File: config.mk
export PLATFORM = sky130hd
export DESIGN_NAME = crtc_timing_core
export DESIGN_NICKNAME = d
export VERILOG_FILES = /design/src/rtl/crtc_pkg.sv /design/src/rtl/crtc_regfile.sv /design/src/rtl/crtc_hcount.sv /design/src/rtl/crtc_vcount.sv /design/src/rtl/crtc_timing_core.sv
export SDC_FILE = /design/constraint.sdc
export NUM_CORES = 1
export LEC_CHECK = 0
export ABC_AREA = 1
export CAP_MARGIN = 20
export CELL_PAD_IN_SITES_DETAIL_PLACEMENT = 2
export CELL_PAD_IN_SITES_GLOBAL_PLACEMENT = 2
export CORE_ASPECT_RATIO = 0.7
export CORE_MARGIN = 2
export CORE_UTILIZATION = 35
export CTS_CLUSTER_SIZE = 8
export DETAILED_ROUTE_END_ITERATION = 16
export PLACE_DENSITY_LB_ADDON = 0.1
export SYNTH_ARGS = -nofsm -noshare
export SYNTH_HDL_FRONTEND = slang
export SYNTH_HIERARCHICAL = 1
export SYNTH_SLANG_ARGS = --single-unit
File: constraint.sdc
create_clock -name clk -period 2.54 [get_ports clk]
set_clock_uncertainty 0.05 [all_clocks]
set_input_delay 0.635 -clock clk [delete_from_list [all_inputs] [get_ports clk]]
set_output_delay 0.635 -clock clk [all_outputs]
set_load 0.02 [all_outputs]
File: src/rtl/crtc_pkg.sv
package crtc_pkg;
  localparam int REG_W     = 8;
  localparam int REG_COUNT = 18;
  localparam int WR_LIMIT  = 16;
  localparam int RD_LO     = 12;
  localparam int RD_HI     = 17;
  localparam int MA_W      = 14;
  localparam int RA_W      = 5;
  localparam int CNT_W     = 8;
  localparam int SYNC_W    = 4;

  // write mask applied to a data write, per register index
  function automatic logic [REG_W-1:0] wr_mask(input logic [REG_W-1:0] idx);
    case (idx)
      8'd4, 8'd6, 8'd7, 8'd10: wr_mask = 8'h7f;
      8'd5, 8'd9, 8'd11:       wr_mask = 8'h1f;
      8'd12, 8'd14:            wr_mask = 8'h3f;
      default:                 wr_mask = 8'hff;
    endcase
  endfunction

  function automatic logic rd_ok(input logic [REG_W-1:0] idx);
    rd_ok = (idx >= REG_W'(RD_LO)) && (idx <= REG_W'(RD_HI));
  endfunction

  function automatic logic [MA_W-1:0] ma_step(input logic [MA_W-1:0] a, input logic vis);
    ma_step = vis ? a + MA_W'(1) : a;
  endfunction

  function automatic logic [MA_W-1:0] frame_base(input logic [REG_W-1:0] hi, input logic [REG_W-1:0] lo);
    frame_base = {hi[MA_W-REG_W-1:0], lo};
  endfunction
endpackage

File: src/rtl/crtc_regfile.sv
module crtc_regfile
  import crtc_pkg::*;
#(
  parameter int NREG = REG_COUNT,
  parameter int NWR  = WR_LIMIT
) (
  input  logic                       clk,
  input  logic                       rst_n,
  input  logic                       sel_we,
  input  logic                       data_we,
  input  logic [REG_W-1:0]           wdata,
  output logic [REG_W-1:0]           sel_idx,
  output logic [NREG-1:0][REG_W-1:0] regs,
  output logic [REG_W-1:0]           rdata
);
  always_ff @(posedge clk) begin
    if (!rst_n) begin
      sel_idx <= '0;
      regs    <= '0;
    end else begin
      if (sel_we) sel_idx <= wdata;
      if (data_we) begin
        for (int i = 0; i < NWR; i++) begin
          if (sel_idx == REG_W'(i)) regs[i] <= wdata & wr_mask(REG_W'(i));
        end
      end
    end
  end

  always_comb begin
    rdata = 8'hff;
    for (int i = RD_LO; i <= RD_HI; i++) begin
      if (i < NREG && sel_idx == REG_W'(i) && rd_ok(sel_idx)) rdata = regs[i];
    end
  end
endmodule

File: src/rtl/crtc_hcount.sv
module crtc_hcount
  import crtc_pkg::*;
#(
  parameter int CW  = CNT_W,
  parameter int HSW = SYNC_W
) (
  input  logic           clk,
  input  logic           rst_n,
  input  logic [CW-1:0]  h_total,
  input  logic [CW-1:0]  h_disp,
  input  logic [CW-1:0]  hs_pos,
  input  logic [HSW-1:0] hs_width,
  output logic [CW-1:0]  hcnt,
  output logic           char_vis,
  output logic           eol,
  output logic           vis_end,
  output logic           vis_after,
  output logic           hsync
);
  logic [HSW-1:0] hs_cnt;

  assign eol       = (hcnt == h_total);
  assign vis_end   = (hcnt == h_disp);
  assign vis_after = char_vis && !vis_end;
  assign hsync     = (hs_cnt != '0);

  always_ff @(posedge clk) begin
    if (!rst_n) begin
      hcnt     <= '0;
      char_vis <= 1'b1;
    end else if (eol) begin
      hcnt     <= '0;
      char_vis <= 1'b1;
    end else begin
      hcnt <= hcnt + CW'(1);
      if (vis_end) char_vis <= 1'b0;
    end
  end

  always_ff @(posedge clk) begin
    if (!rst_n)                hs_cnt <= '0;
    else if (hcnt == hs_pos)   hs_cnt <= hs_width;
    else if (hs_cnt != '0)     hs_cnt <= hs_cnt - HSW'(1);
  end
endmodule

File: src/rtl/crtc_vcount.sv
module crtc_vcount
  import crtc_pkg::*;
#(
  parameter int CW  = CNT_W,
  parameter int AW  = MA_W,
  parameter int RW  = RA_W,
  parameter int VSW = SYNC_W
) (
  input  logic           clk,
  input  logic           rst_n,
  input  logic           eol,
  input  logic           char_vis,
  input  logic           vis_after,
  input  logic [RW-1:0]  row_last,
  input  logic [CW-1:0]  v_total,
  input  logic [CW-1:0]  v_disp,
  input  logic [CW-1:0]  vs_pos,
  input  logic [VSW-1:0] vs_width,
  input  logic [AW-1:0]  base_addr,
  output logic [AW-1:0]  ma,
  output logic [RW-1:0]  ra,
  output logic           line_vis,
  output logic           vsync,
  output logic           row_end,
  output logic           frame_end
);
  logic [CW-1:0]  vcnt;
  logic [AW-1:0]  line_start;
  logic [AW-1:0]  ma_inc;
  logic [CW-1:0]  vcnt_inc;
  logic [VSW-1:0] vs_cnt;

  assign ma_inc    = ma_step(ma, char_vis);
  assign vcnt_inc  = vcnt + CW'(1);
  assign row_end   = eol && (ra == row_last);
  assign frame_end = row_end && (vcnt == v_total);
  assign vsync     = (vs_cnt != '0);

  always_ff @(posedge clk) begin
    if (!rst_n) begin
      ma         <= '0;
      line_start <= '0;
      ra         <= '0;
      vcnt       <= '0;
      line_vis   <= 1'b1;
      vs_cnt     <= '0;
    end else if (!eol) begin
      ma <= ma_inc;
    end else begin
      if (vs_cnt != '0) vs_cnt <= vs_cnt - VSW'(1);
      if (!row_end) begin
        ra <= ra + RW'(1);
        ma <= line_start;
      end else begin
        ra <= '0;
        if (frame_end) begin
          vcnt       <= '0;
          line_vis   <= 1'b1;
          line_start <= base_addr;
          ma         <= base_addr;
        end else begin
          vcnt <= vcnt_inc;
          if (vcnt_inc == v_disp) line_vis <= 1'b0;
          if (vcnt_inc == vs_pos) vs_cnt <= vs_width;
          if (!vis_after) begin
            line_start <= ma_inc;
            ma         <= ma_inc;
          end else begin
            ma <= line_start;
          end
        end
      end
    end
  end
endmodule

File: src/rtl/crtc_timing_core.sv
module crtc_timing_core
  import crtc_pkg::*;
(
  input  logic             clk,
  input  logic             rst_n,
  input  logic             sel_we,
  input  logic             data_we,
  input  logic [7:0]       wdata,
  output logic [7:0]       rdata,
  output logic             disp_en,
  output logic [13:0]      ma,
  output logic [4:0]       ra,
  output logic             hsync,
  output logic             vsync
);
  logic [REG_W-1:0]                sel_idx;
  logic [REG_COUNT-1:0][REG_W-1:0] regs;
  logic [CNT_W-1:0]                hcnt;
  logic                            char_vis, eol, vis_end, vis_after;
  logic                            line_vis, row_end, frame_end;
  logic [CNT_W-1:0]                h_total_w, h_disp_w;
  logic [RA_W-1:0]                 row_last_w;

  assign h_total_w  = regs[0];
  assign h_disp_w   = regs[1];
  assign row_last_w = regs[9][RA_W-1:0];

  crtc_regfile #(.NREG(REG_COUNT), .NWR(WR_LIMIT)) u_regs (
    .clk(clk), .rst_n(rst_n), .sel_we(sel_we), .data_we(data_we),
    .wdata(wdata), .sel_idx(sel_idx), .regs(regs), .rdata(rdata)
  );

  crtc_hcount #(.CW(CNT_W), .HSW(SYNC_W)) u_h (
    .clk(clk), .rst_n(rst_n), .h_total(h_total_w), .h_disp(h_disp_w),
    .hs_pos(regs[2]), .hs_width(regs[3][SYNC_W-1:0]),
    .hcnt(hcnt), .char_vis(char_vis), .eol(eol), .vis_end(vis_end),
    .vis_after(vis_after), .hsync(hsync)
  );

  crtc_vcount #(.CW(CNT_W), .AW(MA_W), .RW(RA_W), .VSW(SYNC_W)) u_v (
    .clk(clk), .rst_n(rst_n), .eol(eol), .char_vis(char_vis),
    .vis_after(vis_after), .row_last(row_last_w), .v_total(regs[4]),
    .v_disp(regs[6]), .vs_pos(regs[7]), .vs_width(regs[3][7:4]),
    .base_addr(frame_base(regs[12], regs[13])),
    .ma(ma), .ra(ra), .line_vis(line_vis), .vsync(vsync),
    .row_end(row_end), .frame_end(frame_end)
  );

  assign disp_en = char_vis && line_vis;
endmodule

# Word-level counts from Yosys, hierarchy flattened
# Cells that the tools add are included.
dict set report word_totals {
  in_bits 12
  mem_count 0
  romBits 0
  ramBits 0
  ff_bits 160
  word_cells 152
  latchBits 0
}
dict set report op_classes {
  n_eq_ne 20
  div_mod_pow 0
  mul 0
  n_lt_le_gt_ge 2
  mux 57
  n_addsub 6
  shifts 0
  reduce_logical 32
  n_bitwise 13
}
# op n
set op_table {}
lappend op_table {{two-way mux 8 bit} 40}
lappend op_table {{bitwise AND 8 bit} 11}
lappend op_table {{two-way mux 14 bit} 5}
lappend op_table {{equality test 8 bit} 6}
lappend op_table {{equality test 8 x 4 -> 1 bit, second input constant} 5}
lappend op_table {{AND reduction 2 bit} 13}
lappend op_table {{equality test 8 x 3 -> 1 bit, second input constant} 3}
lappend op_table {{two-way mux 4 bit} 6}
lappend op_table {{two-way mux 5 bit} 4}
lappend op_table {{adder 8 x 1 -> 8 bit, second input constant} 2}
lappend op_table {{equality test 8 x 2 -> 1 bit, second input constant} 2}
lappend op_table {{equality test 8 x 5 -> 1 bit, second input constant} 2}
lappend op_table {{adder 14 x 1 -> 14 bit, second input constant} 1}
lappend op_table {{logical AND 1 bit} 11}
lappend op_table {{equality test 8 x 1 -> 1 bit, second input constant} 1}
lappend op_table {{>= comparator 8 x 4 -> 1 bit, second input constant} 1}
lappend op_table {{less-or-equal comparator 8 x 5 -> 1 bit, second input constant} 1}
lappend op_table {{zero test 8 bit} 1}
lappend op_table {{nonzero test 4 bit} 2}
lappend op_table {{subtractor 4 x 1 -> 4 bit, second input constant} 2}
lappend op_table {{adder 5 x 1 -> 5 bit, second input constant} 1}
lappend op_table {{bitwise AND 5 bit} 1}
lappend op_table {{equality test 5 bit} 1}
lappend op_table {{nonzero test 2 bit} 2}
lappend op_table {{5 further kinds} 6}

# Depth between registers and ports, before layout
dict set report depth {
  word_depth 9
  ltp_mapped 17
  ltp_nobuf 15
}

# Modules after synthesis
# The synthesis kept the hierarchy.
# module cells_per_inst seq_area_each_um2 area_per_inst_um2 n_inst
set modules_own_cells {}
lappend modules_own_cells {crtc_regfile 701 2382.3 5178.7 1}
lappend modules_own_cells {crtc_vcount 464 920.9 3002.9 1}
lappend modules_own_cells {crtc_hcount 156 260.2 1013.5 1}
lappend modules_own_cells {crtc_timing_core 2 0.0 7.5 1}

# Worst setup path after synthesis
# No wires, ideal clock.
dict set report synth_timing {
  path_type {reg2reg}
  start {register u_h.hcnt[5]}
  end {register u_v.ma[2]}
  period_less_slack_ns 2.273
  arrival_time_ns 2.095
  stages_incl_launch_ff 17
  setup_slack_ns 0.267
  cell_sequence {dfxtp_1 -> or2_1 -> a21oi_1 -> nand2_1 -> nor2_2 -> inv_2 -> a21oi_2 -> nand2_2 -> nor2_8 -> inv_2 -> nand2_2 -> inv_2 -> buf_2 -> nand2_1 -> o211ai_1 -> nor2_1 -> nor2_1}
}
dict set report synth_via {
  elab_cells_between_ends 10
}
# element line
set synth_lines {}
lappend synth_lines {{start: declaration} crtc_hcount.sv:13} ;# output logic [CW-1:0] hcnt,
lappend synth_lines {{start signal: assignment} crtc_hcount.sv:35} ;# hcnt <= hcnt + CW'(1);
lappend synth_lines {{equality test 8 bit (*)} crtc_hcount.sv:22} ;# assign eol = (hcnt == h_total);
lappend synth_lines {{named net eol} crtc_timing_core.sv:19} ;# logic char_vis, eol, vis_end, vis_after;
lappend synth_lines {{logical AND 1 bit} crtc_vcount.sv:35} ;# assign row_end = eol && (ra == row_last);
lappend synth_lines {{logical AND 1 bit} crtc_vcount.sv:36} ;# assign frame_end = row_end && (vcnt == v_total);
lappend synth_lines {{two-way mux 14 bit} crtc_vcount.sv:56} ;# if (frame_end) begin
lappend synth_lines {{two-way mux 14 bit} crtc_vcount.sv:51} ;# if (!row_end) begin
lappend synth_lines {{two-way mux 14 bit (*)} crtc_vcount.sv:47} ;# end else if (!eol) begin
lappend synth_lines {{end signal: assignment} crtc_vcount.sv:48} ;# ma <= ma_inc;
lappend synth_lines {{end signal: assignment} crtc_vcount.sv:53} ;# ma <= line_start;
lappend synth_lines {{end signal: assignment} crtc_vcount.sv:60} ;# ma <= base_addr;
lappend synth_lines {{end: declaration} crtc_vcount.sv:20} ;# output logic [AW-1:0] ma,
# Mark *: on every way through the listed nets, which the timed path passes. The rest lies on a longest branch.
# A chain may end at the register's enable or synchronous reset.

# Final worst setup path
dict set report layout_timing {
  start {register u_regs.sel_idx[6]}
  end {output port rdata[7]}
}
dict set report layout_via {
  elab_chain_cells 9
  elab_cells_between_ends 21
}
# element line
set layout_rtl {}
lappend layout_rtl {{start: declaration} crtc_regfile.sv:12} ;# output logic [REG_W-1:0] sel_idx,
lappend layout_rtl {{start signal: assignment} crtc_regfile.sv:21} ;# if (sel_we) sel_idx <= wdata;
lappend layout_rtl {{>= comparator 8 x 4 -> 1 bit or less-or-equal comparator 8 x 5 -> 1 bit (tied branches)} crtc_pkg.sv:23} ;# rd_ok = (idx >= REG_W'(RD_LO)) && (idx <= REG_W'(RD_HI));
lappend layout_rtl {{logical AND 1 bit} crtc_pkg.sv:23}
lappend layout_rtl {{logical AND 1 bit} crtc_regfile.sv:33} ;# if (i < NREG && sel_idx == REG_W'(i) && rd_ok(sel_idx)) rdata = regs[i];
lappend layout_rtl {{two-way mux 8 bit (5 in series)} crtc_regfile.sv:33}
lappend layout_rtl {{two-way mux 8 bit (*)} crtc_regfile.sv:33}
lappend layout_rtl {{end: declaration} crtc_timing_core.sv:9} ;# output logic [7:0] rdata,
# Every way passes the cells marked *; elsewhere a longest branch is shown, timed or not.

==> run_results.csv <==
group,metric,value,unit
logic_synthesis,syn_inst,1175,
setup_path,cp_cell_sequence,"inv_1 -> nand2_2 -> nor2_4 -> buf_12 -> buf_6 -> buf_6 -> o211ai_1 -> nand2_1 -> a21oi_2 -> buf_6",
floorplanning,die_area,24300,um^2
route,route.vias.total,7990,
power,max-vdd-ir-drop,0.000517,V
route,drcViolationCount,0,
cts,cts_buffers,17,
timing,tightest_slew,605,ps
global_routing,grt_pass1_wl,47.5,mm
cts,clockBufferDepth,2,
timing,setup_ws,1.56,ps
timing,final_hold_viol_count,0,
final_layout,final_cell_area,9860,um^2
timing,post-route-period-util,0.999,
cts,cts_sinks,153,
route,first_iter_violations,384,
outcome,status,"completed",
cts,h-tree-depth,4,
setup_path,cp_max_fo,8,
setup_path,max_stage_delay,340,ps
floorplanning,io_pins,42,
placement,dpl_cell_area,8980,um^2
cts,postCtsHoldBufs,0,
timing,fmax,394,MHz
placement,gp_congestion,0.838,
placement,dpl.cell_count,1534,
route,wl_per_cell,19.5,um
power,power_density,881,nW/um^2
final_layout,n_fill_cell,2730,
min_path,hp-class,"flip-flop to flip-flop",
final_layout,final_util,0.436,
logic_synthesis,synth_area_per_cell,6.85,um^2
flow_run,cap_violations,0,
logic_synthesis,syn_area,8050,um^2
global_routing,first_global_vias,8402,
placement,pre_cts_ws,-86.2,ps
setup_path,path_class,"flip-flop to output pin",
power,leakage,0.00410,uW
final_layout,num-nets-final,1279,
route,dr.pass1.iters,5,
floorplanning,initial_core_util,0.356,
cts,cts-root-buf,"clkbuf_16",
setup_path,worst_path_most_repeated_cell,"buf_6",
setup_path,worst_setup_path_start_kind,"flip-flop",
cts,cts_tree,"yes",
setup_path,path_delay_family,"buffers and inverters",
placement,io_buffers,41,
global_routing,antenna_found_initial,0,
cts,clk_pin_slew,70,ps
final_layout,area_delta_synth_final,22.4,%
timing,rsz0062_at_grt,"true",
cts,insertion_delay,440,ps
floorplanning,die_w,185,um
setup_path,worst-path-buf-inv,5,
floorplanning,placeableCoreArea,22600,um^2
global_routing,grt.total_usage,0.259,
setup_path,worstPathRequired,1860,ps
setup_path,cp_slowest_cell,"dfxtp_2",
floorplanning,die_y,131,um
final_layout,layout-drive-gt1-share,0.175,
logic_synthesis,yosysWarnings,6,
final_layout,antenna_cells,0,
route,avgViaCountPerCell,5.05,
global_routing,overflow,0,
setup_path,worstPathArrival,1850,ps
final_layout,finalNonFillerCells,1583,
route,finalWirelength,30.8,mm
timing,maxSlewHeadroom,0.595,
floorplanning,row_count,46,
placement,hpwl,21.9,mm
route,ant_nets,0,
timing,slew_violations,0,
timing,setup_viol,0,
setup_path,end_kind,"output pin",
global_routing,grt_max_degree,37,
timing,min_period,2540,ps
==> worst reg2reg max path: stages (launching register included) <==
cell     delay (ps)
dfxtp_4         360
or2_1           220
a21oi_2         160
nand2_2          90
nor2_4          170
inv_2            70
a21oi_2         110
nand2_2         100
nor2_8          190
buf_4           150
nand2_2          90
buf_4           200
nand2_1         110
o21ai_1         110
a21oi_1         140
==> path summary, 6_finish.rpt <==
path                                  start                              to  slack (ps)  cells after the start
min reg2reg  u_v/line_start[9]$_SDFFE_PN0P_  u_v/line_start[9]$_SDFFE_PN0P_         420                      2
min          u_v/line_start[9]$_SDFFE_PN0P_  u_v/line_start[9]$_SDFFE_PN0P_         420                      2
max          u_regs/sel_idx[6]$_SDFFE_PN0P_                        rdata[7]           2                     10
max reg2reg          u_h/hcnt[6]$_SDFF_PP0_  u_v/line_start[4]$_SDFFE_PN0P_         140                     14
==> cell usage in the layout (no fill, tap or decap), types with 12 or more instances in the layout <==
cell type and n:
a21oi_1 56, dfxtp_2 12, inv_1 101, or2_2 13, nand3_1 41, nand2_2 16, o21ai_0 83, nor2_4 14
dfxtp_1 139, nor3_1 34, nor2_2 13, nand2_1 267, inv_2 18, buf_4 73, nor2_1 175, o211ai_1 12
clkdlybuf4s50_1 29, xor2_1 28, xnor2_1 24, clkbuf_16 17
==> sequential cells by signal, indices dropped and copies added, names as in the netlist <==
signal and count:
u_v/line_start 14, u_h/hs_cnt 4, u_v/line_vis 1, u_v/ma 14
u_h/hcnt 8, u_regs/sel_idx 8, u_v/vcnt 8, u_regs/regs 86
u_h/char_vis 1, u_v/vs_cnt 4, u_v/ra 5
==> metrics by stage <==
stage | total power (uW) | hold WS (ps) | TNS [ps]
CTS | 8490 | 417 | -11.8
global route | 9180 | 453 | -333
floorplan | 4670 | 379 | 0
finish | 8680 | 418 | 0
global placement | 5740 | 403 | 0
detailed placement | 5830 | 408 | -142
==> area by class of cell <==
type                       count  area, um^2  share of cell area
multi-input combinational    850        4360               0.443
sequential                   153        3090               0.313
timing repair buffer         115         971              0.0985
inverter                     122         467              0.0473
clock buffer                  21         450              0.0457
tap                          312         390              0.0396
clock inverter                 9         125              0.0127
timing repair inverter         1        7.51            0.000761
==> per-layer routing <==
layer,vias up,GRT usage,share of wire
met5,-,0,0
met4,0,0.0560,0.0072
met3,19,0.0380,0.023
met2,83,0.424,0.46
met1,4006,0.362,0.51
li1,3882,-,-
==> timing repair <==
item / 4_1_cts / 5_1_grt
pin swaps: 9 / 23
cloned: 0 / 1
resized for setup: 59 / 46
buffers inserted: 5 / 15
setup endpoints to repair: 11 / 42
==> where the power goes <==
group / leakage, uW / internal (uW) / switching, uW / total, uW
Sequential: 0.00124 / 2620 / 211 / 2830
Clock: 0.000279 / 1550 / 1050 / 2610
Combinational: 0.00258 / 1190 / 2050 / 3240
(Power assumes the default switching activity.)
